===== src/rtl/pis_pkg.sv =====
package pis_pkg;
  localparam int MODE_W = 2;

  typedef enum logic [MODE_W-1:0] {
    SENSE_ANY = 2'b00,
    SENSE_HI  = 2'b01,
    SENSE_LO  = 2'b10,
    SENSE_OFF = 2'b11
  } sense_e;

  localparam logic [4:0] OFS_PEND    = 5'h00;
  localparam logic [4:0] OFS_MASK    = 5'h04;
  localparam logic [4:0] OFS_KIND    = 5'h08;
  localparam logic [4:0] OFS_MODE_LO = 5'h14;
  localparam logic [4:0] OFS_MODE_HI = 5'h18;
endpackage


===== src/rtl/pis_sync.sv =====
module pis_sync #(
  parameter int W = 32
) (
  input  logic         clk_i,
  input  logic         rst_ni,
  input  logic [W-1:0] d_i,
  output logic [W-1:0] cur_o,
  output logic [W-1:0] prev_o
);
  logic [W-1:0] meta_q, cur_q, prev_q;

  always_ff @(posedge clk_i or negedge rst_ni) begin
    if (!rst_ni) begin
      meta_q <= '0;
      cur_q  <= '0;
      prev_q <= '0;
    end else begin
      meta_q <= d_i;
      cur_q  <= meta_q;
      prev_q <= cur_q;
    end
  end

  assign cur_o  = cur_q;
  assign prev_o = prev_q;
endmodule


===== src/rtl/pis_detect.sv =====
module pis_detect
  import pis_pkg::*;
#(
  parameter int NUM_PINS = 32
) (
  input  logic [NUM_PINS-1:0]             cur_i,
  input  logic [NUM_PINS-1:0]             prev_i,
  input  logic [NUM_PINS-1:0][MODE_W-1:0] mode_i,
  input  logic [NUM_PINS-1:0]             kind_i,
  output logic [NUM_PINS-1:0]             evt_o,
  output logic [NUM_PINS-1:0]             lvl_act_o,
  output logic [NUM_PINS-1:0]             cond_o
);
  for (genvar p = 0; p < NUM_PINS; p++) begin : g_pin
    logic rise, fall;
    assign rise = cur_i[p] & ~prev_i[p];
    assign fall = ~cur_i[p] & prev_i[p];

    always_comb begin
      evt_o[p]     = 1'b0;
      lvl_act_o[p] = 1'b0;
      cond_o[p]    = 1'b0;
      unique case (sense_e'(mode_i[p]))
        SENSE_ANY: evt_o[p] = rise | fall;
        SENSE_HI: begin
          lvl_act_o[p] = kind_i[p];
          cond_o[p]    = cur_i[p];
          evt_o[p]     = ~kind_i[p] & rise;
        end
        SENSE_LO: begin
          lvl_act_o[p] = kind_i[p];
          cond_o[p]    = ~cur_i[p];
          evt_o[p]     = ~kind_i[p] & fall;
        end
        default: ;
      endcase
    end
  end
endmodule


===== src/rtl/pis_pending.sv =====
module pis_pending #(
  parameter int NUM_PINS = 32
) (
  input  logic                clk_i,
  input  logic                rst_ni,
  input  logic [NUM_PINS-1:0] evt_i,
  input  logic [NUM_PINS-1:0] lvl_act_i,
  input  logic [NUM_PINS-1:0] cond_i,
  input  logic [NUM_PINS-1:0] clr_i,
  output logic [NUM_PINS-1:0] pend_o
);
  logic [NUM_PINS-1:0] pend_q, pend_d;

  // level pins mirror the condition; edge pins latch, event beats clear
  always_comb begin
    for (int p = 0; p < NUM_PINS; p++) begin
      if (lvl_act_i[p]) pend_d[p] = cond_i[p];
      else              pend_d[p] = (pend_q[p] & ~clr_i[p]) | evt_i[p];
    end
  end

  always_ff @(posedge clk_i or negedge rst_ni) begin
    if (!rst_ni) pend_q <= '0;
    else         pend_q <= pend_d;
  end

  assign pend_o = pend_q;
endmodule


===== src/rtl/pis_regs.sv =====
module pis_regs
  import pis_pkg::*;
#(
  parameter int NUM_PINS = 32,
  parameter int DATA_W   = 32,
  parameter int ADDR_W   = 5
) (
  input  logic                            clk_i,
  input  logic                            rst_ni,
  input  logic                            we_i,
  input  logic [ADDR_W-1:0]               addr_i,
  input  logic [DATA_W-1:0]               wdata_i,
  input  logic [NUM_PINS-1:0]             pend_i,
  output logic [DATA_W-1:0]               rdata_o,
  output logic [NUM_PINS-1:0]             mask_o,
  output logic [NUM_PINS-1:0]             kind_o,
  output logic [NUM_PINS-1:0][MODE_W-1:0] mode_o,
  output logic [NUM_PINS-1:0]             clr_o
);
  localparam int FIELDS = DATA_W / MODE_W;

  logic [DATA_W-1:0] mask_q, kind_q, mode_lo_q, mode_hi_q, pend_view;
  logic wr_pend, wr_mask, wr_kind, wr_lo, wr_hi;

  assign wr_pend = we_i && (addr_i == ADDR_W'(OFS_PEND));
  assign wr_mask = we_i && (addr_i == ADDR_W'(OFS_MASK));
  assign wr_kind = we_i && (addr_i == ADDR_W'(OFS_KIND));
  assign wr_lo   = we_i && (addr_i == ADDR_W'(OFS_MODE_LO));
  assign wr_hi   = we_i && (addr_i == ADDR_W'(OFS_MODE_HI));

  always_ff @(posedge clk_i or negedge rst_ni) begin
    if (!rst_ni) begin
      mask_q    <= '0;
      kind_q    <= '0;
      mode_lo_q <= '0;
      mode_hi_q <= '0;
    end else begin
      if (wr_mask) mask_q    <= wdata_i;
      if (wr_kind) kind_q    <= wdata_i;
      if (wr_lo)   mode_lo_q <= wdata_i;
      if (wr_hi)   mode_hi_q <= wdata_i;
    end
  end

  // pin p lives at register bit DATA_W-1-p
  for (genvar p = 0; p < NUM_PINS; p++) begin : g_map
    assign mask_o[p] = mask_q[DATA_W-1-p];
    assign kind_o[p] = kind_q[DATA_W-1-p];
    assign clr_o[p]  = wr_pend & wdata_i[DATA_W-1-p];
    if (p < FIELDS) begin : g_lo
      assign mode_o[p] = mode_lo_q[(FIELDS-1-p)*MODE_W +: MODE_W];
    end else begin : g_hi
      assign mode_o[p] = mode_hi_q[(FIELDS-1-(p-FIELDS))*MODE_W +: MODE_W];
    end
  end

  always_comb begin
    pend_view = '0;
    for (int p = 0; p < NUM_PINS; p++) pend_view[DATA_W-1-p] = pend_i[p];
  end

  always_comb begin
    unique case (addr_i)
      ADDR_W'(OFS_PEND):    rdata_o = pend_view;
      ADDR_W'(OFS_MASK):    rdata_o = mask_q;
      ADDR_W'(OFS_KIND):    rdata_o = kind_q;
      ADDR_W'(OFS_MODE_LO): rdata_o = mode_lo_q;
      ADDR_W'(OFS_MODE_HI): rdata_o = mode_hi_q;
      default:              rdata_o = '0;
    endcase
  end
endmodule


===== src/rtl/pin_irq_sense.sv =====
module pin_irq_sense
  import pis_pkg::*;
#(
  parameter int NUM_PINS = 32,
  parameter int DATA_W   = 32,
  parameter int ADDR_W   = 5
) (
  input  logic                clk_i,
  input  logic                rst_ni,
  input  logic [NUM_PINS-1:0] pins_i,
  input  logic                we_i,
  input  logic [ADDR_W-1:0]   addr_i,
  input  logic [DATA_W-1:0]   wdata_i,
  output logic [DATA_W-1:0]   rdata_o,
  output logic                irq_o
);
  logic [NUM_PINS-1:0]             cur_pin, prev_pin;
  logic [NUM_PINS-1:0][MODE_W-1:0] mode_pin;
  logic [NUM_PINS-1:0]             kind_pin, mask_pin, clr_pin, pend_pin;
  logic [NUM_PINS-1:0]             evt_pin, lvl_act_pin, cond_pin;

  pis_sync #(.W(NUM_PINS)) u_sync (
    .clk_i (clk_i),
    .rst_ni(rst_ni),
    .d_i   (pins_i),
    .cur_o (cur_pin),
    .prev_o(prev_pin)
  );

  pis_detect #(.NUM_PINS(NUM_PINS)) u_detect (
    .cur_i    (cur_pin),
    .prev_i   (prev_pin),
    .mode_i   (mode_pin),
    .kind_i   (kind_pin),
    .evt_o    (evt_pin),
    .lvl_act_o(lvl_act_pin),
    .cond_o   (cond_pin)
  );

  pis_pending #(.NUM_PINS(NUM_PINS)) u_pending (
    .clk_i    (clk_i),
    .rst_ni   (rst_ni),
    .evt_i    (evt_pin),
    .lvl_act_i(lvl_act_pin),
    .cond_i   (cond_pin),
    .clr_i    (clr_pin),
    .pend_o   (pend_pin)
  );

  pis_regs #(.NUM_PINS(NUM_PINS), .DATA_W(DATA_W), .ADDR_W(ADDR_W)) u_regs (
    .clk_i  (clk_i),
    .rst_ni (rst_ni),
    .we_i   (we_i),
    .addr_i (addr_i),
    .wdata_i(wdata_i),
    .pend_i (pend_pin),
    .rdata_o(rdata_o),
    .mask_o (mask_pin),
    .kind_o (kind_pin),
    .mode_o (mode_pin),
    .clr_o  (clr_pin)
  );

  assign irq_o = |(pend_pin & mask_pin);
endmodule


===== config.mk =====
export PLATFORM = sky130hd
export DESIGN_NAME = pin_irq_sense
export DESIGN_NICKNAME = d
export VERILOG_FILES = /design/src/rtl/pis_pkg.sv /design/src/rtl/pis_sync.sv /design/src/rtl/pis_detect.sv /design/src/rtl/pis_pending.sv /design/src/rtl/pis_regs.sv /design/src/rtl/pin_irq_sense.sv
export SDC_FILE = /design/constraint.sdc
export NUM_CORES = 1
export LEC_CHECK = 0
export ABC_AREA = 1
export BUFFER_PORTS_ARGS = -buffer_cell sky130_fd_sc_hd__buf_4
export CORE_ASPECT_RATIO = 1.75
export CORE_UTILIZATION = 35
export CTS_BUF_LIST = sky130_fd_sc_hd__clkbuf_4 sky130_fd_sc_hd__clkbuf_8
export DETAILED_ROUTE_END_ITERATION = 12
export PLACE_DENSITY_LB_ADDON = 0.12
export RECOVER_POWER = 100
export SYNTH_ARGS = -nofsm -noshare
export SYNTH_HDL_FRONTEND = slang
export SYNTH_SLANG_ARGS = --single-unit
export TNS_END_PERCENT = 50

===== constraint.sdc =====
create_clock -name clk_i -period 1.3 [get_ports clk_i]
set_input_delay 0.13 -clock clk_i [delete_from_list [all_inputs] [get_ports clk_i]]
set_output_delay 0.13 -clock clk_i [all_outputs]
set_load 0.01 [all_outputs]

==> impl_metrics.yaml, run 1 <==
yosys:
  syn_area_sq_um: 14800
  synth_area_leaders: "dfrtp_1, ha_1, nand2_1, inv_1, o21ai_0"
  synth_seq_area_share_pct: 43.4
  synthArstFlopShare_pct: 100
  synth_cell_type_count: 21
  synth_edf_count: 0
  postSynthCellCount: 1870
  synth_commonest_cells: "nand2_1, inv_1, dfrtp_1"
  synth_nets: 2134
  yosysWarnings: 0
  avgSynthCellArea_sq_um: 7.89
  synth.most_common_cell: "nand2_1"
  ys.flop_type: "dfrtp_1"
  ys_ff_latch: 256
  synth_largest_type_area_fraction_pct: 43.4
  synth_largest_area_cell: "dfrtp_1"
timing:
  tns_ns: -14.98
  tightest_slew_ns: 0.812
  maxSlewHeadroom_pct: 45.9
  setup_viol: 51
  clock.fmax_mhz: 498
  drv_slew: 0
  skew_ns: 0.0206
  rsz0062_at_grt: "yes"
  fin_ws_ns: -0.710
  whs_ns: 0.0518
  min_period_ns: 2.01
  finalHoldViolCount: 0
  finalCritPeriodShare_pct: 155
floorplanning:
  dieArea_sq_um: 43000
  io_pins: 105
  initial_core_util_pct: 35.4
  die_height_microns: 274
  core.rowCount: 99
  die_w_microns: 157
  core_region_area_sq_um: 41600
power:
  leakagePower_nw: 10.7
  p_total_mw: 27.1
  power.density_nw_per_um2: 1330
  ir_drop_mv: 0.712
worst_setup_path:
  endpoint_kind: "primary output"
  cp.required_ns: 1.17
  reg2regPathDepth: 11
  crit_path_start_kind: "flip-flop"
  rrSetupSlack_ns: -0.13
  crit_fanout: 3
  crit_type: "reg -> out"
  arrival_ns: 1.88
global_routing:
  grt_pass1_vias: 13200
  grt_usage_pct: 21.4
  antenna_found_initial: 1
  grt_pass1_wl_mm: 69.9
  grt-ovfl-total: 0
  grt_max_degree: 60
routing:
  ant_nets: 0
  firstDrtPassIters: 5
  finalWirelength_mm: 44.5
  viasPerCell: 4.53
  drt_iter0_markers: 560
  vias: 13000
  avgRoutedWirePerCell_microns: 15.6
  drc: 0
outcome:
  run_status: "finished with violations"
  violations: "negative setup slack"
worst_hold_path:
  min_path_type: "in -> reg"
  min_path_cells: 6
clock_tree:
  cts_buffers: 44
  cts_buffer_depth: 3
  htreeDepth: 2
  cts_tree: "yes"
  cts_sinks: 256
  cts_root_buf: "clkbuf_8"
  clk_latency_ns: 0.57
  clk_pin_slew_ns: 0.07
placed_design:
  place_hpwl_mm: 32.8
  numPortBuffers: 104
  gp_congestion: 0.866
  pre_cts_ws_ns: -0.435
final_layout:
  area_growth_pct: 38.5
  nets: 2536
  drive_gt1_share_pct: 26.1
  fillers: 4182
job:
  cap_viol_max_count: 0
[repair_timing]
item	in CTS	in global routing
endpoints found under the hold margin	445	0
endpoints found under the setup margin	63	85
resized for setup	181	121
hold buffers	66	0
pin swaps	51	60
buffers inserted	26	24
[critical path, cell delays in order, from the launching register on]
cell and delay, ns:
dfrtp_1 0.44, nand2_2 0.15, nand4_1 0.11, nor2_2 0.17, nand4_1 0.22, buf_4 0.21
[logic make-up (layout without fill, tap and decap cells)]
group	Yosys count	count (layout)	share of synthesized area, %
AO/OA/AOI/OAI	237	237	8.52
other	0	1	0
flip-flops	256	256	43.4
AND/OR/NAND/NOR	753	753	20.5
buffers and inverters	432	863	11.3
adder cells (fa/ha/maj)	192	192	16.3
[flip-flops by register name, summed over array words and instances (netlist names)]
register	cells
u_regs.mode_hi_q	32
u_sync.cur_o	32
u_sync.meta_q	32
u_regs.kind_q	32
u_regs.mask_q	32
u_sync.prev_o	32
u_regs.mode_lo_q	32
u_pending.pend_o	32
[power breakdown]
part	total (mW)	switching [mW]	internal [mW]
sequential	10.5	1.22	9.32
combinational	8.86	4.42	4.43
clock	7.72	3.46	4.26
total	27.1	9.11	18.0
[through the flow]
stage               std cells  area (sq um)  util (%)
CTS                      2848         20200      48.6
floorplan                1870         14800         -
detailed placement       2684         17900      43.0
global route             2857         20400      49.1
global placement         2684         17900      43.0
finish                   2857         20400      49.1
[worst paths after layout]
| path | from | end |
|---|---|---|
| max | u_pending.pend_o[30]$_DFF_PN0_ | irq_o |
| min | we_i | u_pending.pend_o[16]$_DFF_PN0_ |
| max reg2reg | u_regs.mode_lo_q[21]$_DFFE_PN0P_ | u_pending.pend_o[5]$_DFF_PN0_ |
| min reg2reg | u_sync.meta_q[5]$_DFF_PN0_ | u_sync.cur_o[5]$_DFF_PN0_ |
| max in group asynchronous | rst_ni | u_sync.meta_q[12]$_DFF_PN0_ |
| min in group asynchronous | rst_ni | u_regs.mode_lo_q[13]$_DFFE_PN0P_ |
[layout by cell type, fill, tap and decap left out, types with 2 or more instances in the layout]
cell,n
clkbuf_2,4
buf_12,17
o21ai_0,125
o2111ai_1,19
a21oi_2,15
o21ai_1,61
inv_2,52
nand3_1,65
dlygate4sd3_1,65
clkbuf_8,55
nor2_2,11
buf_4,201
nand2_4,5
buf_8,3
ha_1,162
buf_6,72
clkinv_2,3
clkbuf_1,3
ha_2,5
ha_4,25
o21ai_2,2
clkbuf_4,53
nand2_2,67
nand3_2,2
dfrtp_1,255
nand4_1,23
a21oi_1,13
nor2_1,32
nand2_1,545
inv_1,333
[metal layers]
metal,GRT usage [%],vias to the layer above,share of wire [%]
met3,2.74,93,3.1
met5,0,-,0
met4,10.6,0,4.7
li1,-,6524,-
met2,40.2,222,53
met1,23.1,6113,39
[final cells by class]
cell class | count | area [sq um] | share of cell area [%]
Sequential cell | 256 | 6410 | 31.4
Tap cell | 555 | 694 | 3.40
Timing Repair Buffer | 402 | 3660 | 17.9
Antenna cell | 1 | 2.50 | 0.0123
Inverter | 386 | 1450 | 7.11
Clock buffer | 72 | 885 | 4.33
Clock inverter | 3 | 15.0 | 0.0735
Multi-Input combinational cell | 1182 | 7310 | 35.8
No activity file was read; power rests on OpenSTA's default activity.
==> inputs of run 2 (changes only) <==
Settings changed: PLACE_DENSITY from default to 0.58, PLACE_DENSITY_LB_ADDON 0.12 to default.
==> impl_metrics.yaml, run 2 (same netlist as run 1, synthesis figures left out) <==
outcome:
  run_status: "finished with violations"
  violations: "negative setup slack"
worst_hold_path:
  worstHoldStart: "we_i"
  min_path_type: "in -> reg"
power:
  p_int_mw: 18.6
  switching_power_mw: 9.11
  pwr-share-comb_pct: 32.1
  ir_drop_mv: 0.843
  seq_power_share_pct: 38.0
  p_total_mw: 27.7
  clkPwrFrac_pct: 29.9
  power.density_nw_per_um2: 1360
  swShare_pct: 32.8
  leakagePower_nw: 10.7
worst_setup_path:
  cpMostUsedCell: "nand4_1"
  crit_type: "reg -> out"
  endpoint_kind: "primary output"
  crit_chain: "nand2_1, nand4_1, nor2_1, nand4_1, buf_4"
  arrival_ns: 1.80
  crit_path_max_incr_delay_ns: 0.42
  crit_path_start_kind: "flip-flop"
  cp.required_ns: 1.17
  r2r_start: "u_regs.mode_hi_q[27]$_DFFE_PN0P_"
  startpoint: "u_pending.pend_o[31]$_DFF_PN0_"
  crit_fanout: 2
  slowest_stage: "dfrtp_1"
floorplanning:
  io_pins: 105
  dieArea_sq_um: 43000
  initial_core_util_pct: 35.4
  die_w_microns: 157
  core_region_area_sq_um: 41600
  core.rowCount: 99
  die_height_microns: 274
placed_design:
  dp_cells: 2681
  placed_cell_area_sq_um: 17800
  gp_congestion: 0.872
  pre_cts_ws_ns: -0.281
  numPortBuffers: 104
  place_hpwl_mm: 31.5
clock_tree:
  cts_sinks: 256
  cts_tree: "yes"
  clk_pin_slew_ns: 0.07
  cts_buffer_depth: 3
  clk_latency_ns: 0.57
  cts_buffers: 44
  htreeDepth: 2
  cts_root_buf: "clkbuf_8"
timing:
  tightest_slew_ns: 1.10
  setup_viol: 58
  finalCritPeriodShare_pct: 149
  maxSlewHeadroom_pct: 26.8
  min_period_ns: 1.93
  clock.fmax_mhz: 518
  drv_slew: 0
  rsz0062_at_grt: "yes"
  finalHoldViolCount: 0
  fin_ws_ns: -0.632
  skew_ns: 0.0136
routing:
  drt_iter0_markers: 537
  firstDrtPassIters: 7
  avgRoutedWirePerCell_microns: 14.9
  viasPerCell: 4.62
  ant_nets: 0
  vias: 13100
  drc: 0
  finalWirelength_mm: 42.5
final_layout:
  layout_commonest_cell: "nand2_1"
  nets: 2526
  finish.instance_area_sq_um: 20400
  post-route-util_pct: 49.0
  multi_input_area_sq_um: 7320
  final_cell_mix: "nand2_1, inv_1, dfrtp_1"
  area_growth_pct: 38.3
  fillers: 4001
  final_cells: 2847
  seq_area_sq_um: 6410
  drive_gt1_share_pct: 26.0
global_routing:
  grt_usage_pct: 20.3
  grt_pass1_wl_mm: 67.7
  grt-ovfl-total: 0
  grt_pass1_vias: 13400
  antenna_found_initial: 1
  grt_max_degree: 55
job:
  cap_viol_max_count: 0
[run 2: cell count changes in the layout (fill, tap and decap cells not counted), sizes merged]
cell,before,now
clkinv,3,5
buf,294,279
bufinv,0,3
[run 2: power by group through the flow]
stage / clock network (mW) / registers, mW / logic, mW
detailed placement: 0 / 10.5 / 7.43
finish: 8.30 / 10.5 / 8.89
floorplan: 0 / 10.4 / 3.68
global placement: 0 / 10.5 / 7.24
CTS: 8.55 / 10.5 / 8.47
global route: 8.88 / 10.7 / 10.1
[run 2: final cells by class]
type | count | area share, %
inverter | 386 | 7.15
clock inverter | 8 | 0.564
timing repair buffer | 392 | 17.2
tap | 555 | 3.40
clock buffer | 67 | 4.34
sequential | 256 | 31.4
antenna | 1 | 0.0123
multi-input combinational | 1182 | 35.9
[run 2: routing by layer]
layer | vias up | track usage [%] | share of wire, %
li1 | 6491 | - | -
met1 | 6314 | 22.0 | 39
met2 | 244 | 38.5 | 54
met3 | 98 | 2.68 | 3.1
met4 | 0 | 9.33 | 4.4
met5 | - | 0 | 0
[run 2: per-stage QoR]
step	hold slack, ns	setup TNS (ns)
finish	0.161	-16.95
global route	0.165	-36.14
CTS	0.0297	-13.58
detailed placement	0.0372	-23.33
global placement	0.0382	-19.59
floorplan	-0.166	0
[run 2: what timing repair did]
| action | in CTS | in global routing |
|---|---|---|
| setup endpoints to repair | 56 | 65 |
| resized for setup | 178 | 131 |
| buffers inserted | 22 | 15 |
| hold endpoints to repair | 446 | 0 |
| pin swaps | 40 | 36 |
| hold buffers | 65 | 0 |
[run 2: worst max-delay path, delay by kind of cell, from the launching register on]
| family | cells | cell delay, ns |
|---|---|---|
| buffers and inverters | 1 | 0.20 |
| DFF | 1 | 0.42 |
| and+or+nand+nor | 4 | 0.61 |
[run 2: worst paths after layout]
| check | slack [ns] | endpoint | cells after the start |
|---|---|---|---|
| max reg2reg | -0.18 | u_pending.pend_o[18]$_DFF_PN0_ | 11 |
| max in group asynchronous | 0.09 | u_sync.meta_q[1]$_DFF_PN0_ | 3 |
| max | -0.63 | irq_o | 5 |
| min | 0.16 | u_regs.mode_hi_q[4]$_DFFE_PN0P_ | 3 |
| min in group asynchronous | 0.30 | u_sync.cur_o[26]$_DFF_PN0_ | 2 |
| min reg2reg | 0.34 | u_sync.cur_o[11]$_DFF_PN0_ | 0 |
==> inputs of run 3 (changes only) <==
Settings changed: SYNTH_HIERARCHICAL from default to 1.
==> impl_metrics.yaml, run 3 <==
outcome:
  run_status: "finished with violations"
  violations: "negative setup slack"
worst_setup_path:
  crit_chain: "nand2_2, nand2_1, nor2_2, nand2_1, nor2_2, nand2_2, buf_6"
  critical_path.top_delay_family: "simple AND/OR/NAND/NOR gates"
  path_buf_inv: 1
  endpoint_kind: "primary output"
  crit_path_max_incr_delay_ns: 0.40
  crit_type: "reg -> out"
  cp.required_ns: 1.17
  slowest_stage: "dfrtp_1"
  arrival_ns: 1.74
  crit_fanout: 2
  crit_path_start_kind: "flip-flop"
clock_tree:
  htreeDepth: 2
  cts_buffers: 44
  clk_latency_ns: 0.58
  cts_root_buf: "clkbuf_8"
  clk_pin_slew_ns: 0.07
  cts_sinks: 256
  cts_buffer_depth: 3
  cts_tree: "yes"
timing:
  finalCritPeriodShare_pct: 144
  drv_slew: 0
  finalHoldViolCount: 0
  skew_ns: 0.00973
  tightest_slew_ns: 0.896
  min_period_ns: 1.87
  maxSlewHeadroom_pct: 40.2
  setup_viol: 82
  rsz0062_at_grt: "yes"
  fin_ws_ns: -0.571
  clock.fmax_mhz: 535
job:
  cap_viol_max_count: 0
placed_design:
  numPortBuffers: 104
  gp_congestion: 0.853
  place_hpwl_mm: 35.8
global_routing:
  grt-ovfl-total: 0
  grt_pass1_wl_mm: 79.1
  grt_max_degree: 48
  grt_usage_pct: 21.9
  antenna_found_initial: 1
  grt_pass1_vias: 15200
yosys:
  synth_seq_area_share_pct: 39.9
  synth_largest_area_cell: "dfrtp_1"
  synth.most_common_cell: "inv_1"
  syn_area_sq_um: 16000
  synth_commonest_cells: "inv_1, nand2_1, dfrtp_1"
  synthArstFlopShare_pct: 100
  ys_ff_latch: 256
  avgSynthCellArea_sq_um: 7.77
  yosysWarnings: 6
  ys.flop_type: "dfrtp_1"
  synth_area_leaders: "dfrtp_1, ha_1, inv_1, nand2_1, o21ai_1"
  synth_cell_type_count: 20
  postSynthCellCount: 2065
  synth_nets: 2329
  synth_largest_type_area_fraction_pct: 39.9
  synth_edf_count: 0
final_layout:
  drive_gt1_share_pct: 29.5
  final_cell_mix: "inv_1, nand2_1, dfrtp_1"
  fillers: 4389
  layout_commonest_cell: "inv_1"
  area_growth_pct: 37.3
  post-route-util_pct: 48.8
  nets: 2760
floorplanning:
  die_height_microns: 285
  core.rowCount: 103
  io_pins: 105
  initial_core_util_pct: 35.6
  dieArea_sq_um: 46700
  core_region_area_sq_um: 45100
  die_w_microns: 164
routing:
  avgRoutedWirePerCell_microns: 16.1
  viasPerCell: 4.71
  firstDrtPassIters: 7
  finalWirelength_mm: 50.0
  vias: 14600
  ant_nets: 0
  drt_iter0_markers: 799
  drc: 0
power:
  p_total_mw: 28.3
  ir_drop_mv: 0.819
  leakagePower_nw: 11.7
  power.density_nw_per_um2: 1290
worst_hold_path:
  min_path_type: "in -> reg"
run 3: kinds of logic (layout without fill, tap and decap cells):
logic type | after synthesis | after routing | share of synthesized area, %
simple gates | 811 | 811 | 22.5
buf+inv | 565 | 1027 | 13.6
flops | 256 | 256 | 39.9
other cells | 0 | 1 | 0
fa+ha+maj | 192 | 192 | 15.0
compound gates | 241 | 241 | 9.02
run 3: timing repair:
| item | 4_1_cts | 5_1_grt |
|---|---|---|
| hold buffers | 65 | 0 |
| setup endpoints to repair | 64 | 65 |
| gates resized for setup | 173 | 67 |
| setup buffers | 42 | 29 |
| endpoints found under the hold margin | 416 | 0 |
| pin swaps | 103 | 61 |
run 3: path summary, 6_finish.rpt:
kind,depth (start not counted),endpoint,slack [ns],from
setup / recovery,7,irq_o,-0.57,u_regs/mask_q[3]$_DFFE_PN0P_
hold / removal,4,u_regs/mode_hi_q[18]$_DFFE_PN0P_,0.16,we_i
setup reg to reg,10,u_pending/pend_o[5]$_DFF_PN0_,-0.26,u_regs/mode_lo_q[21]$_DFFE_PN0P_
hold reg to reg,0,u_sync/cur_o[4]$_DFF_PN0_,0.34,u_sync/meta_q[4]$_DFF_PN0_
max in group asynchronous,3,u_regs/kind_q[23]$_DFFE_PN0P_,0.10,rst_ni
min in group asynchronous,2,u_sync/cur_o[9]$_DFF_PN0_,0.26,rst_ni
run 3: tightest hold or removal path, delay by kind of cell:
kind	cells	cell delay (ns)
buffers and inverters	2	0.36
AO/OA/AOI/OAI	1	0.07
AND/OR/NAND/NOR	1	0.15
run 3: where the power goes:
part           switching [mW]  leakage [nW]  internal [mW]
combinational            5.17          8.08           4.73
sequential               1.05          3.08           9.23
clock                    3.49         0.517           4.65
total                    9.72          11.7           18.6
run 3: per-layer routing:
| layer | track usage, % | part of all wire, % | up-vias |
|---|---|---|---|
| li1 | - | - | 7132 |
| met5 | 0 | 0 | - |
| met2 | 41.0 | 54 | 396 |
| met4 | 10.3 | 4.9 | 0 |
| met3 | 2.44 | 4.1 | 128 |
| met1 | 24.2 | 37 | 6974 |
run 3: metrics by stage:
stage,std cells,area [sq um],worst slack [ns],setup TNS [ns],hold slack [ns]
after floorplan,2065,16000,0.0461,0,-0.166
after global placement,2892,19200,-0.179,-16.38,0.123
after detailed placement,2892,19200,-0.178,-20.67,0.133
after CTS,3076,21800,-0.586,-15.70,0.103
after global routing,3105,22000,-0.656,-29.86,0.174
final,3105,22000,-0.571,-20.91,0.161
run 3: area by class of cell:
class                      instances  area (sq um)  share of cell area [%]
tap                              577           722                    3.28
antenna                            1          2.50                  0.0114
sequential                       256          6410                    29.1
multi-input combinational       1244          8000                    36.3
clock buffer                      73           923                    4.19
timing repair buffer             449          4030                    18.3
inverter                         501          1890                    8.60
clock inverter                     4          45.0                   0.205
